## src/rtl/mmu_cfg_pkg.sv

```systemverilog
package mmu_cfg_pkg;

    localparam int ADDR_W = 4;
    localparam int CMD_W  = 8;

    localparam logic [ADDR_W-1:0] A_ROOT0    = 4'd0;
    localparam logic [ADDR_W-1:0] A_ROOT0_HI = 4'd1;
    localparam logic [ADDR_W-1:0] A_ROOT1    = 4'd2;
    localparam logic [ADDR_W-1:0] A_ROOT1_HI = 4'd3;
    localparam logic [ADDR_W-1:0] A_CTRL     = 4'd4;
    localparam logic [ADDR_W-1:0] A_XLATE    = 4'd5;
    localparam logic [ADDR_W-1:0] A_FAULT    = 4'd6;
    localparam logic [ADDR_W-1:0] A_BUILD    = 4'd7;
    localparam logic [ADDR_W-1:0] A_CMD      = 4'd8;

    localparam logic [CMD_W-1:0] CMD_INV_ALL    = 8'd1;
    localparam logic [CMD_W-1:0] CMD_READ       = 8'd2;
    localparam logic [CMD_W-1:0] CMD_INV_ASID   = 8'd3;
    localparam logic [CMD_W-1:0] CMD_INV_ADDR   = 8'd4;
    localparam logic [CMD_W-1:0] CMD_INV_RGN    = 8'd5;
    localparam logic [CMD_W-1:0] CMD_INV_RGN_AS = 8'd6;

    localparam int BLD_VERSION = 6;
    localparam int BLD_TYPE    = 1;
    localparam int BLD_L2TLB   = 0;
    localparam int BLD_XCACHE  = 0;
    localparam int BLD_ITLB    = 1;
    localparam int BLD_DTLB    = 2;

    function automatic logic [31:0] build_word();
        logic [31:0] w;
        w = '0;
        w[31:24] = 8'(BLD_VERSION);
        w[21]    = 1'(BLD_TYPE);
        w[9]     = 1'(BLD_L2TLB);
        w[6]     = 1'(BLD_XCACHE);
        w[3]     = 1'(BLD_ITLB);
        w[2:0]   = 3'(BLD_DTLB);
        return w;
    endfunction

    typedef enum logic {
        PULSE_IDLE = 1'b0,
        PULSE_FIRE = 1'b1
    } pulse_st_e;

endpackage

```

## src/rtl/mmu_cfg_rootptr.sv

```systemverilog
module mmu_cfg_rootptr #(
    parameter int DATA_W = 64
) (
    input  logic              clk,
    input  logic              rst_n,
    input  logic              wr_full_i,
    input  logic              wr_hi_i,
    input  logic [DATA_W-1:0] wdata_i,
    output logic [DATA_W-1:0] value_o,
    output logic              changed_o
);
    localparam int HALF_W = DATA_W / 2;

    logic [DATA_W-1:0] value_q;

    always_ff @(posedge clk) begin
        if (!rst_n) begin
            value_q <= '0;
        end else if (wr_full_i) begin
            value_q <= wdata_i;
        end else if (wr_hi_i) begin
            value_q[DATA_W-1:HALF_W] <= wdata_i[HALF_W-1:0];
        end
    end

    always_comb begin
        changed_o = 1'b0;
        if (wr_full_i && (wdata_i != value_q)) begin
            changed_o = 1'b1;
        end
        if (wr_hi_i && (wdata_i[HALF_W-1:0] != value_q[DATA_W-1:HALF_W])) begin
            changed_o = 1'b1;
        end
    end

    assign value_o = value_q;

    assert_hi_keeps_low_R4: assert property (@(posedge clk) disable iff (!rst_n)
        (wr_hi_i && !wr_full_i) |=> (value_o[HALF_W-1:0] == $past(value_o[HALF_W-1:0])));

    assert_root_hold_R3: assert property (@(posedge clk) disable iff (!rst_n)
        (!wr_full_i && !wr_hi_i) |=> $stable(value_o));

endmodule

```

## src/rtl/mmu_cfg_cmd_decode.sv

```systemverilog
module mmu_cfg_cmd_decode
    import mmu_cfg_pkg::*;
(
    input  logic             valid_i,
    input  logic [CMD_W-1:0] code_i,
    output logic             flush_o
);
    always_comb begin
        flush_o = 1'b0;
        if (valid_i) begin
            case (code_i)
                CMD_INV_ALL,
                CMD_INV_ASID,
                CMD_INV_ADDR,
                CMD_INV_RGN,
                CMD_INV_RGN_AS: flush_o = 1'b1;
                CMD_READ:       flush_o = 1'b0;
                default:        flush_o = 1'b0;
            endcase
        end
    end
endmodule

```

## src/rtl/mmu_cfg_pulse.sv

```systemverilog
module mmu_cfg_pulse
    import mmu_cfg_pkg::*;
(
    input  logic clk,
    input  logic rst_n,
    input  logic trig_i,
    output logic pulse_o
);
    pulse_st_e state_q, state_d;

    always_ff @(posedge clk) begin
        if (!rst_n) state_q <= PULSE_IDLE;
        else        state_q <= state_d;
    end

    always_comb begin
        state_d = state_q;
        unique case (state_q)
            PULSE_IDLE: state_d = trig_i ? PULSE_FIRE : PULSE_IDLE;
            PULSE_FIRE: state_d = trig_i ? PULSE_FIRE : PULSE_IDLE;
            default:    state_d = PULSE_IDLE;
        endcase
    end

    always_comb begin
        pulse_o = (state_q == PULSE_FIRE);
    end

    assert_pulse_after_trig_R10: assert property (@(posedge clk) disable iff (!rst_n)
        trig_i |=> pulse_o);

    assert_pulse_needs_trig_R10: assert property (@(posedge clk) disable iff (!rst_n)
        pulse_o |-> $past(trig_i));

endmodule

```

## src/rtl/mmu_cfg_regbank.sv

```systemverilog
module mmu_cfg_regbank
    import mmu_cfg_pkg::*;
#(
    parameter int DATA_W = 64,
    parameter int CTRL_W = 32,
    parameter int SIZE_W = 5
) (
    input  logic              clk,
    input  logic              rst_n,
    input  logic              reg_wr,
    input  logic [3:0]        reg_addr,
    input  logic [DATA_W-1:0] reg_wdata,
    output logic [DATA_W-1:0] reg_rdata,
    input  logic              disable_req,
    input  logic              walker_fault_we,
    input  logic [DATA_W-1:0] walker_fault_data,
    output logic              mmu_en,
    output logic              user_kernel_ctl,
    output logic [DATA_W-1:0] root0_ptr,
    output logic [DATA_W-1:0] root1_ptr,
    output logic [SIZE_W-1:0] half0_size,
    output logic [SIZE_W-1:0] half1_size,
    output logic              flush_req,
    output logic              wr_err
);
    localparam int HALF_W   = DATA_W / 2;
    localparam int N_ROOT   = 2;
    localparam int HI_SHIFT = CTRL_W / 2;

    logic [DATA_W-1:0] root_q  [N_ROOT];
    logic [N_ROOT-1:0] root_chg;

    for (genvar gi = 0; gi < N_ROOT; gi++) begin : g_root
        logic wr_full, wr_hi;
        assign wr_full = reg_wr && (reg_addr == A_ROOT0 + ADDR_W'(2 * gi));
        assign wr_hi   = reg_wr && (reg_addr == A_ROOT0_HI + ADDR_W'(2 * gi));
        mmu_cfg_rootptr #(.DATA_W(DATA_W)) u_root (
            .clk       (clk),
            .rst_n     (rst_n),
            .wr_full_i (wr_full),
            .wr_hi_i   (wr_hi),
            .wdata_i   (reg_wdata),
            .value_o   (root_q[gi]),
            .changed_o (root_chg[gi])
        );
    end

    logic [CTRL_W-1:0] ctrl_q, xlate_q;
    logic [DATA_W-1:0] fault_q;
    logic ctrl_wr, xlate_wr, fault_bus_wr, cmd_wr, ctrl_chg, cmd_flush, flush_trig;

    assign ctrl_wr      = reg_wr && (reg_addr == A_CTRL);
    assign xlate_wr     = reg_wr && (reg_addr == A_XLATE);
    assign fault_bus_wr = reg_wr && (reg_addr == A_FAULT);
    assign cmd_wr       = reg_wr && (reg_addr == A_CMD);
    assign ctrl_chg     = ctrl_wr && (reg_wdata[CTRL_W-1:0] != ctrl_q);

    always_ff @(posedge clk) begin
        if (!rst_n) begin
            ctrl_q  <= '0;
            xlate_q <= '0;
            fault_q <= '0;
        end else begin
            if (ctrl_wr)         ctrl_q  <= reg_wdata[CTRL_W-1:0];
            if (disable_req)     ctrl_q[0] <= 1'b0;
            if (xlate_wr)        xlate_q <= reg_wdata[CTRL_W-1:0];
            if (walker_fault_we) fault_q <= walker_fault_data;
        end
    end

    mmu_cfg_cmd_decode u_cmd (
        .valid_i (cmd_wr),
        .code_i  (reg_wdata[CMD_W-1:0]),
        .flush_o (cmd_flush)
    );

    assign flush_trig = (|root_chg) || ctrl_chg || cmd_flush;

    mmu_cfg_pulse u_flush_pulse (
        .clk     (clk),
        .rst_n   (rst_n),
        .trig_i  (flush_trig),
        .pulse_o (flush_req)
    );

    mmu_cfg_pulse u_err_pulse (
        .clk     (clk),
        .rst_n   (rst_n),
        .trig_i  (fault_bus_wr),
        .pulse_o (wr_err)
    );

    always_comb begin
        reg_rdata = '0;
        case (reg_addr)
            A_ROOT0:    reg_rdata = root_q[0];
            A_ROOT0_HI: reg_rdata = DATA_W'(root_q[0][DATA_W-1:HALF_W]);
            A_ROOT1:    reg_rdata = root_q[1];
            A_ROOT1_HI: reg_rdata = DATA_W'(root_q[1][DATA_W-1:HALF_W]);
            A_CTRL:     reg_rdata = DATA_W'(ctrl_q);
            A_XLATE:    reg_rdata = DATA_W'(xlate_q);
            A_FAULT:    reg_rdata = fault_q;
            A_BUILD:    reg_rdata = DATA_W'(build_word());
            default:    reg_rdata = '0;
        endcase
    end

    assign mmu_en          = ctrl_q[0];
    assign user_kernel_ctl = ctrl_q[1];
    assign root0_ptr       = root_q[0];
    assign root1_ptr       = root_q[1];
    assign half0_size      = xlate_q[SIZE_W-1:0];
    assign half1_size      = xlate_q[HI_SHIFT +: SIZE_W];

    assert_disable_clears_en_R2: assert property (@(posedge clk) disable iff (!rst_n)
        disable_req |=> !mmu_en);

    assert_disable_keeps_mode_R2: assert property (@(posedge clk) disable iff (!rst_n)
        (disable_req && !reg_wr) |=> $stable(user_kernel_ctl));

    assert_fault_bus_ignored_R9: assert property (@(posedge clk) disable iff (!rst_n)
        (fault_bus_wr && !walker_fault_we) |=> $stable(fault_q));

    assert_xlate_no_flush_R8: assert property (@(posedge clk) disable iff (!rst_n)
        (xlate_wr) |=> !flush_req);

    assert_read_cmd_no_flush_R7: assert property (@(posedge clk) disable iff (!rst_n)
        (cmd_wr && reg_wdata[CMD_W-1:0] == CMD_READ) |=> !flush_req);

endmodule

```

## config.mk

```make
export PLATFORM = sky130hd
export DESIGN_NAME = mmu_cfg_regbank
export DESIGN_NICKNAME = d
export VERILOG_FILES = /design/src/rtl/mmu_cfg_pkg.sv /design/src/rtl/mmu_cfg_rootptr.sv /design/src/rtl/mmu_cfg_cmd_decode.sv /design/src/rtl/mmu_cfg_pulse.sv /design/src/rtl/mmu_cfg_regbank.sv
export SDC_FILE = /design/constraint.sdc
export NUM_CORES = 1
export LEC_CHECK = 0
export BUFFER_PORTS_ARGS = -buffer_cell sky130_fd_sc_hd__buf_2
export CAP_MARGIN = 5
export CORE_ASPECT_RATIO = 0.5
export CORE_UTILIZATION = 24
export CTS_CLUSTER_DIAMETER = 120
export CTS_CLUSTER_SIZE = 28
export DETAILED_ROUTE_END_ITERATION = 6
export HOLD_SLACK_MARGIN = 0.08
export PLACE_DENSITY = 0.5
export SYNTH_ARGS = -nofsm -noshare
export SYNTH_HDL_FRONTEND = slang
export SYNTH_SLANG_ARGS = --single-unit
```

## constraint.sdc

```tcl
create_clock -name clk -period 5.6 [get_ports clk]
set_input_delay 1.12 -clock clk [delete_from_list [all_inputs] [get_ports clk]]
set_output_delay 1.12 -clock clk [all_outputs]
set_load 0.02 [all_outputs]
```

# ---- Yosys cells after proc, flatten, opt, wreduce, memory -nomap -nowiden
# Index checks and enable logic that the tools add are counted.
dict set report totals {
  elab_cells 63
  in_bits 137
  reg_bits 258
  out_inout_bits 206
}
dict set report classes {
  bitwise 1
  n_mux 13
  n_eq_ne 18
  n_reduce_logical 21
}
# cell count
set op_table {}
lappend op_table {{64-bit one-hot mux with 8 select lines} 1}
lappend op_table {{32-bit 2-to-1 mux} 4}
lappend op_table {{64-bit inequality test} 2}
lappend op_table {{32-bit inequality test} 3}
lappend op_table {{8-bit by 3-bit equality test with 1-bit output (second input constant)} 3}
lappend op_table {{4-bit by 3-bit equality test with 1-bit output (second input constant)} 4}
lappend op_table {{1-bit logical AND} 13}
lappend op_table {{4-bit by 2-bit equality test with 1-bit output (second input constant)} 2}
lappend op_table {{8-bit by 1-bit equality test with 1-bit output (second input constant)} 1}
lappend op_table {{8-bit by 2-bit equality test with 1-bit output (second input constant)} 1}
lappend op_table {{1-bit 2-to-1 mux} 8}
lappend op_table {{5-bit OR reduction} 1}
lappend op_table {{4-bit by 1-bit equality test with 1-bit output (second input constant)} 1}
lappend op_table {{4-bit equality test (second input constant)} 1}
lappend op_table {{4-bit zero test} 1}
lappend op_table {{2-bit nonzero test} 2}
lappend op_table {{2-bit OR reduction} 2}
lappend op_table {{1-bit logical OR} 2}
lappend op_table {{1-bit NOT} 1}

# ---- Depth between registers and ports, before layout
# Gate-level depths: netlist of the first run.
dict set report depth {
  depth_word 9
  ltp_mapped 8
  depth_no_buf 6
}

# ---- By module
# From an unflattened synthesis of the first run, not the netlist that was laid out.
dict set report hier_totals {
  hier_cells 1618
  area_unflattened_um2 14574.0
}
# mod seq_area_each_um2 n_inst area_each_um2 cells_per_inst
set modules_own_cells {}
lappend modules_own_cells {mmu_cfg_rootptr 1281.2 2 3756.1 407}
lappend modules_own_cells {mmu_cfg_regbank 2562.5 1 6974.2 796}
lappend modules_own_cells {mmu_cfg_pulse 20.0 2 26.3 2}
lappend modules_own_cells {mmu_cfg_cmd_decode 0.0 1 35.0 4}

# ---- Worst setup path after synthesis of the first run
# No wires, ideal clock.
dict set report synth_path {
  path_type {input port to output port}
  startpoint {input port reg_addr[3]}
  endpoint {output port reg_rdata[10]}
  slack_ps 2010
  stages 8
  path_buffers 4
  t_required_ps 4480
  arrival_time_ps 2470
  cell_sequence {buf_4 nor2_1 and3_1 clkbuf_1 buf_4 buf_2 a222oi_1 nand3_1}
}
dict set report synth_via {
  elab_chain_len 2
  elab_cells_between_ends 9
  cone_classes {7 x eq/ne; 1 x mux; 1 x reduce/logical}
}
# item line_no
set synth_rtl {}
lappend synth_rtl {{start: declaration} mmu_cfg_regbank.sv:11} ;# input logic [3:0] reg_addr,
lappend synth_rtl {{4-bit by 3-bit equality test with 1-bit output (tied with other cells)} mmu_cfg_regbank.sv:95} ;# case (reg_addr)
lappend synth_rtl {{64-bit one-hot mux with 8 select lines (*)} mmu_cfg_regbank.sv:95}
lappend synth_rtl {{end: declaration} mmu_cfg_regbank.sv:13} ;# output logic [DATA_W-1:0] reg_rdata,
# Every way passes the cells marked *; elsewhere a longest branch is shown, timed or not.

# ---- Final worst setup path of the first run
dict set report layout_path {
  startpoint {input port reg_addr[2]}
  endpoint {output port reg_rdata[10]}
}
# The elaborated chain is that of the path after synthesis.

==> results of run 1 <==
-- routing by layer --
layer,vias up,track usage (%),wire length [microns]
met1,7436,31.5,31000
met5,-,0,13
met3,131,4.15,6830
met4,2,6.94,2220
li1,6452,-,-
met2,814,36.1,33700
-- worst max-delay path by stage --
stage | to | cells past startpoint
3_3_place_gp | reg_rdata[10] | 7
6_report | reg_rdata[10] | 7
2_1_floorplan | reg_rdata[10] | 8
3_5_place_dp | reg_rdata[10] | 7
5_1_grt | reg_rdata[10] | 7
4_1_cts | reg_rdata[10] | 7
-- worst max-delay path, delay by kind of cell --
kind	cells	cell delay, ns
AOI/OAI and AO/OA	1	0.11
buffers and inverters	3	0.77
and+or+nand+nor	3	1.14
-- synthesized netlist by cell type, drive strengths merged, types with 3 or more instances --
master  count
nand2     348
dfxtp     258
xor2      224
a21boi    128
nand3     111
buf        86
clkbuf     86
mux2i      69
a222oi     64
nor2b      64
o211a      59
nor4       58
a22oi      55
inv        32
nand4      14
o21ai      12
o22ai      11
a21oi       6
nor2        6
nand2b      5
a221o       4
and2        4
o21a        4
and3        3
nor3        3
-- sequential cells by signal, summed over array words and instances, names as in the netlist --
| signal | flops |
|---|---|
| ctrl_q | 32 |
| fault_q | 64 |
| xlate_q | 32 |
| u_flush_pulse.pulse_o | 1 |
| u_err_pulse.pulse_o | 1 |
| g_root.u_root.value_o | 128 |
-- report_power, final --
| group | switching (uW) | leakage (uW) | total (uW) | internal [uW] |
|---|---|---|---|---|
| combinational | 372 | 0.00581 | 572 | 200 |
| clock | 664 | 0.000172 | 1100 | 435 |
| sequential | 112 | 0.00210 | 2000 | 1890 |
-- logic make-up (layout without fill, tap and decap cells) --
family	Yosys count	after routing	share of synthesized area (%)
flip-flops	258	258	35.7
multiplexers	69	69	4.77
AND/OR/NAND/NOR	622	622	19.9
other	0	9	0
XOR/XNOR	224	224	13.6
AO/OA/AOI/OAI	347	347	19.8
buffers and inverters	204	411	6.23
-- through the flow --
step / hold slack [ns] / setup WS [ns] / std cells
floorplan: 0.435 / 2.01 / 1724
global placement: 0.451 / 1.42 / 2729
detailed placement: 0.450 / 1.42 / 2729
CTS: 0.468 / 1.41 / 2743
global route: 0.499 / 1.25 / 2749
finish: 0.472 / 1.33 / 2752
-- layout make-up --
| type | instances | share of cell area (%) |
|---|---|---|
| diodes | 9 | 0.132 |
| clock buffers | 13 | 1.91 |
| clock inverters | 1 | 0.176 |
| inverters | 32 | 0.706 |
| multi-input cells | 1262 | 49.6 |
| flip-flops and latches | 258 | 30.3 |
| well taps | 812 | 5.97 |
| repair buffers | 365 | 11.2 |
-- layout by cell type (no fill, tap or decap), drive strengths merged, types with 3 or more instances in the layout --
master and count:
buf 365, nand2 348, dfxtp 258, xor2 224
a21boi 128, nand3 111, mux2i 69, a222oi 64
nor2b 64, o211a 59, nor4 58, a22oi 55
inv 32, nand4 14, clkbuf 13, o21ai 12
o22ai 11, diode 9, a21oi 6, nor2 6
nand2b 5, o21a 4, a221o 4, and2 4
nor3 3, and3 3
==> run_results.csv, run 1 <==
group,metric,value,unit
pwr,irDropWorstVdd,0.000134,V
grt,grt_usage,22.9,%
logic_synthesis,yosysTopAreaCellShare,35.7,%
die,start_util,24.4,%
clock_tree,cts_tree,"done",
job,maxCapViolations,0,
setup_path,cp_slowest_stage_delay,0.73,ns
clock_tree,cts_buffers,13,
grt,grt_pass1_vias,13300,
die,rows,63,
die,io_pins,343,
logic_synthesis,synth_cell_types,37,
clock_tree,cts_max_level,1,
layout,utilization,28.6,%
clock_tree,cts.clk_slew.worst_paths,0.13,ns
timing,finalSetupViolCount,0,
setup_path,cp-start-kind,"input port",
setup_path,crit_top_cell,"buf_2",
timing,layout_min_cycle_time,4.27,ns
hold_path,min_from,"xlate_q[5]",
timing,skew,0.0253,ns
logic_synthesis,yosys_warnings,0,
timing,period_share,76.3,%
hold_path,worst_hold_path.num_cells,2,
logic_synthesis,syn_nets,1861,
timing,maxSlewViolCount,0,
timing,grt_setup_unrepaired,"no",
layout,fillers,6437,
clock_tree,ctsHoldBuffers,0,
hold_path,hold-path-endpoint,"xlate_q[5]",
layout,multi_input_area,0.00844,sq mm
timing,slew_headroom,22.9,%
place,hpwl,53400,microns
clock_tree,postCtsSetupRepairBufs,0,
grt,grt_pass1_wl,101000,microns
setup_path,cp_max_fo,19,
setup_path,critPathLaunch,"reg_addr[2]",
pwr,p_leak,0.00808,uW
logic_synthesis,async_flop_share,0,%
place,post_dp_cell_area,0.0166,sq mm
setup_path,worst-setup-path-type,"input port to output pin",
setup_path,worstPathCellList,"buf_2 -> nand2b_1 -> nor2_2 -> buf_12 -> a222oi_1 -> nand3_1 -> buf_2",
logic_synthesis,synthTopCellsByArea,"dfxtp_1 (36%), xor2_1 (14%), nand2_1 (9.0%)",
die,die_width,349,microns
drt,wl,73800,microns
timing,setup_tns,0,ns
layout,regArea,0.00516,sq mm
setup_path,rr_startpoint,"g_root[0].u_root.value_o[54]",
drt,vias_per_cell,5.39,
place,numPortBuffers,342,
place,globalplace.congestion,0.967,
setup_path,r2r-end,"u_flush_pulse.pulse_o",
die,die_h,176,microns
grt,grt.overflow.total,0,
pwr,powerDensity,216,mW/mm^2
setup_path,r2r_cells,6,
logic_synthesis,synth-main-ff-cell,"dfxtp_1",
setup_path,slowest_stage,"nor2_2",
outcome,outcome,"finished, final reports clean",
setup_path,endpoint_kind,"output pin",
logic_synthesis,synth_area_per_cell,8.39,sq um
pwr,power,3670,uW
setup_path,critPathArrivalTime,3.15,ns
setup_path,r2r_slack,3.13,ns
logic_synthesis,syn-cell-area,0.0145,sq mm
grt,grt_max_degree,143,
clock_tree,cts_root_buffer,"clkbuf_16",
clock_tree,clockBufferDepth,3,
layout,drive_gt1_share,20.2,%
timing,hold_viol_final,0,
drt,final_antenna_net_count,0,
drt,route.vias.total,14800,
grt,antenna_found_initial,10,
drt,drtIter0Drc,2489,
clock_tree,worst_skew_pair.late_latency,0.51,ns
layout,area_growth_syn_to_layout,17.6,%
timing,worst_pin_slew,1.15,ns
drt,dr.pass1.iters,7,
layout,final_area,0.0170,sq mm
die,core,0.0594,sq mm
logic_synthesis,synth_edf_count,0,
clock_tree,post_cts_resized,0,
setup_path,cp.required,4.48,ns
timing,fmax,0.234,GHz
die,die_area,0.0613,sq mm
drt,drc_errors,0,
logic_synthesis,syn_inst,1724,
clock_tree,cts.sinks,258,
logic_synthesis,synth-seq-cells,258,
logic_synthesis,synthDominantAreaCellType,"dfxtp_1",
hold_path,hold_class,"flop to flop",
layout,final_net_count,2069,
drt,avgRoutedWirePerCell,26.8,microns
logic_synthesis,ys_seq_area_share,35.7,%
(Power assumes the default switching activity.)
==> run 2: changes to the inputs <==
==> constraint.sdc (replaced) <==
create_clock -name clk -period 4.5 [get_ports clk]
set_input_delay 0.9 -clock clk [delete_from_list [all_inputs] [get_ports clk]]
set_output_delay 0.9 -clock clk [all_outputs]
set_load 0.02 [all_outputs]
==> run_results.csv, run 2 (same netlist as run 1, synthesis figures left out) <==
group,metric,value,unit
pwr,p_leak,0.00814,uW
timing,finalSetupViolCount,0,
drt,route.vias.total,14900,
grt,grtUsageMet1,31.1,%
timing,maxSlewViolCount,0,
layout,largest_register_ffs,128,
clock_tree,cts_buffers,13,
setup_path,worst-setup-path-type,"input port to output pin",
place,hpwl,53000,microns
grt,busiest_layer,"met2",
layout,area_growth_syn_to_layout,18.4,%
grt,grt.overflow.total,0,
timing,grt_setup_unrepaired,"no",
pwr,p_clk_share,30.4,%
pwr,combPwrFrac,15.5,%
drt,drtIter0Drc,2357,
drt,drc_errors,63,
outcome,violations,"design-rule violations",
die,rows,63,
grt,grt_pass1_vias,13300,
grt,grt_max_degree,138,
timing,fmax,0.260,GHz
place,numPortBuffers,342,
die,die_width,349,microns
timing,hold_viol_final,0,
grt,globalRouteMet2Util,35.7,%
clock_tree,ctsHoldBuffers,0,
layout,final_net_count,2077,
timing,hold_slack,0.469,ns
die,die_h,176,microns
pwr,irDropWorstVdd,0.000184,V
pwr,switchingPower,1460,uW
hold_path,hold_class,"flop to flop",
drt,avgRoutedWirePerCell,26.7,microns
pwr,power,4610,uW
outcome,outcome,"finished with violations",
layout,regArea,0.00516,sq mm
clock_tree,cts_tree,"done",
pwr,seq_power_share,54.0,%
layout,final_common_cell,"nand2_1",
clock_tree,clockBufferDepth,3,
clock_tree,cts.sinks,258,
layout,final_cell_mix,"nand2_1 (346), buf_2 (340), dfxtp_1 (258), xor2_1 (224), nand3_1 (111)",
clock_tree,worst_skew_pair.late_latency,0.51,ns
grt,antenna_found_initial,10,
setup_path,cp.required,3.60,ns
pwr,intPower,3150,uW
die,core,0.0594,sq mm
layout,fillers,6424,
layout,multi_input_area,0.00844,sq mm
layout,final_area,0.0171,sq mm
timing,slew_headroom,24.9,%
grt,grt_usage,23.0,%
setup_path,cp_max_fo,24,
pwr,swShare,31.7,%
timing,skew,0.0364,ns
timing,setup_tns,0,ns
clock_tree,post_cts_resized,0,
timing,period_share,85.3,%
timing,layout_min_cycle_time,3.84,ns
drt,dr.pass1.iters,7,
grt,grt_pass1_wl,102000,microns
setup_path,endpoint_kind,"output pin",
clock_tree,postCtsSetupRepairBufs,0,
grt,met3_usage,5.13,%
pwr,powerDensity,269,mW/mm^2
timing,worst_pin_slew,1.13,ns
place,globalplace.congestion,0.971,
setup_path,critPathArrivalTime,2.94,ns
drt,final_antenna_net_count,0,
place,post_dp_cell_area,0.0168,sq mm
clock_tree,cts_root_buffer,"clkbuf_16",
die,io_pins,343,
drt,vias_per_cell,5.39,
setup_path,cp-start-kind,"input port",
job,maxCapViolations,0,
layout,drive_gt1_share,20.5,%
drt,wl,73800,microns
clock_tree,cts_max_level,1,
die,die_area,0.0613,sq mm
clock_tree,cts.clk_slew.worst_paths,0.12,ns
die,start_util,24.4,%
==> run 2: power groups by stage <==
stage / logic (uW) / clock network (uW) / registers, uW
floorplan: 395 / 0 / 2490
global placement: 697 / 0 / 2540
detailed placement: 700 / 0 / 2530
CTS: 702 / 1410 / 2480
global route: 755 / 1490 / 2490
finish: 717 / 1400 / 2490
==> run 2: path summary, 6_finish.rpt <==
| path | startpoint | end | slack, ns | cells after the start |
|---|---|---|---|---|
| setup reg to reg | g_root[1].u_root.value_o[48] | u_flush_pulse.pulse_o | 2.07 | 6 |
| hold / removal | xlate_q[24] | xlate_q[24] | 0.47 | 2 |
| hold reg to reg | xlate_q[24] | xlate_q[24] | 0.47 | 2 |
| setup / recovery | reg_addr[2] | reg_rdata[3] | 0.66 | 7 |
==> run 2: stage by stage <==
stage          std cells  setup slack [ns]  utilization [%]
2_1_floorplan       1724              1.35                -
3_3_place_gp        2737             0.772             28.2
3_5_place_dp        2737             0.772             28.2
4_1_cts             2752             0.741             28.8
5_1_grt             2758             0.523             28.8
6_report            2761             0.660             28.8
==> run 2: worst max-delay path, cell delays in order <==
cell      delay (ns)
buf_2           0.33
nand2b_1        0.22
nor2_4          0.75
a222oi_1        0.25
o21ai_0         0.13
a221o_1         0.17
buf_2           0.17
==> run 2: cell type report <==
class / count / share of cell area, %
Inverter: 32 / 0.701
Timing Repair Buffer: 373 / 11.8
Sequential cell: 258 / 30.1
Multi-Input combinational cell: 1262 / 49.2
Tap cell: 812 / 5.93
Clock buffer: 13 / 1.90
Clock inverter: 2 / 0.226
Antenna cell: 9 / 0.131
==> run 2: layer usage <==
metal | wire length, microns | up-vias
li1 | - | 6481
met1 | 30200 | 7402
met2 | 33200 | 838
met3 | 7460 | 145
met4 | 2910 | 4
met5 | 27 | -
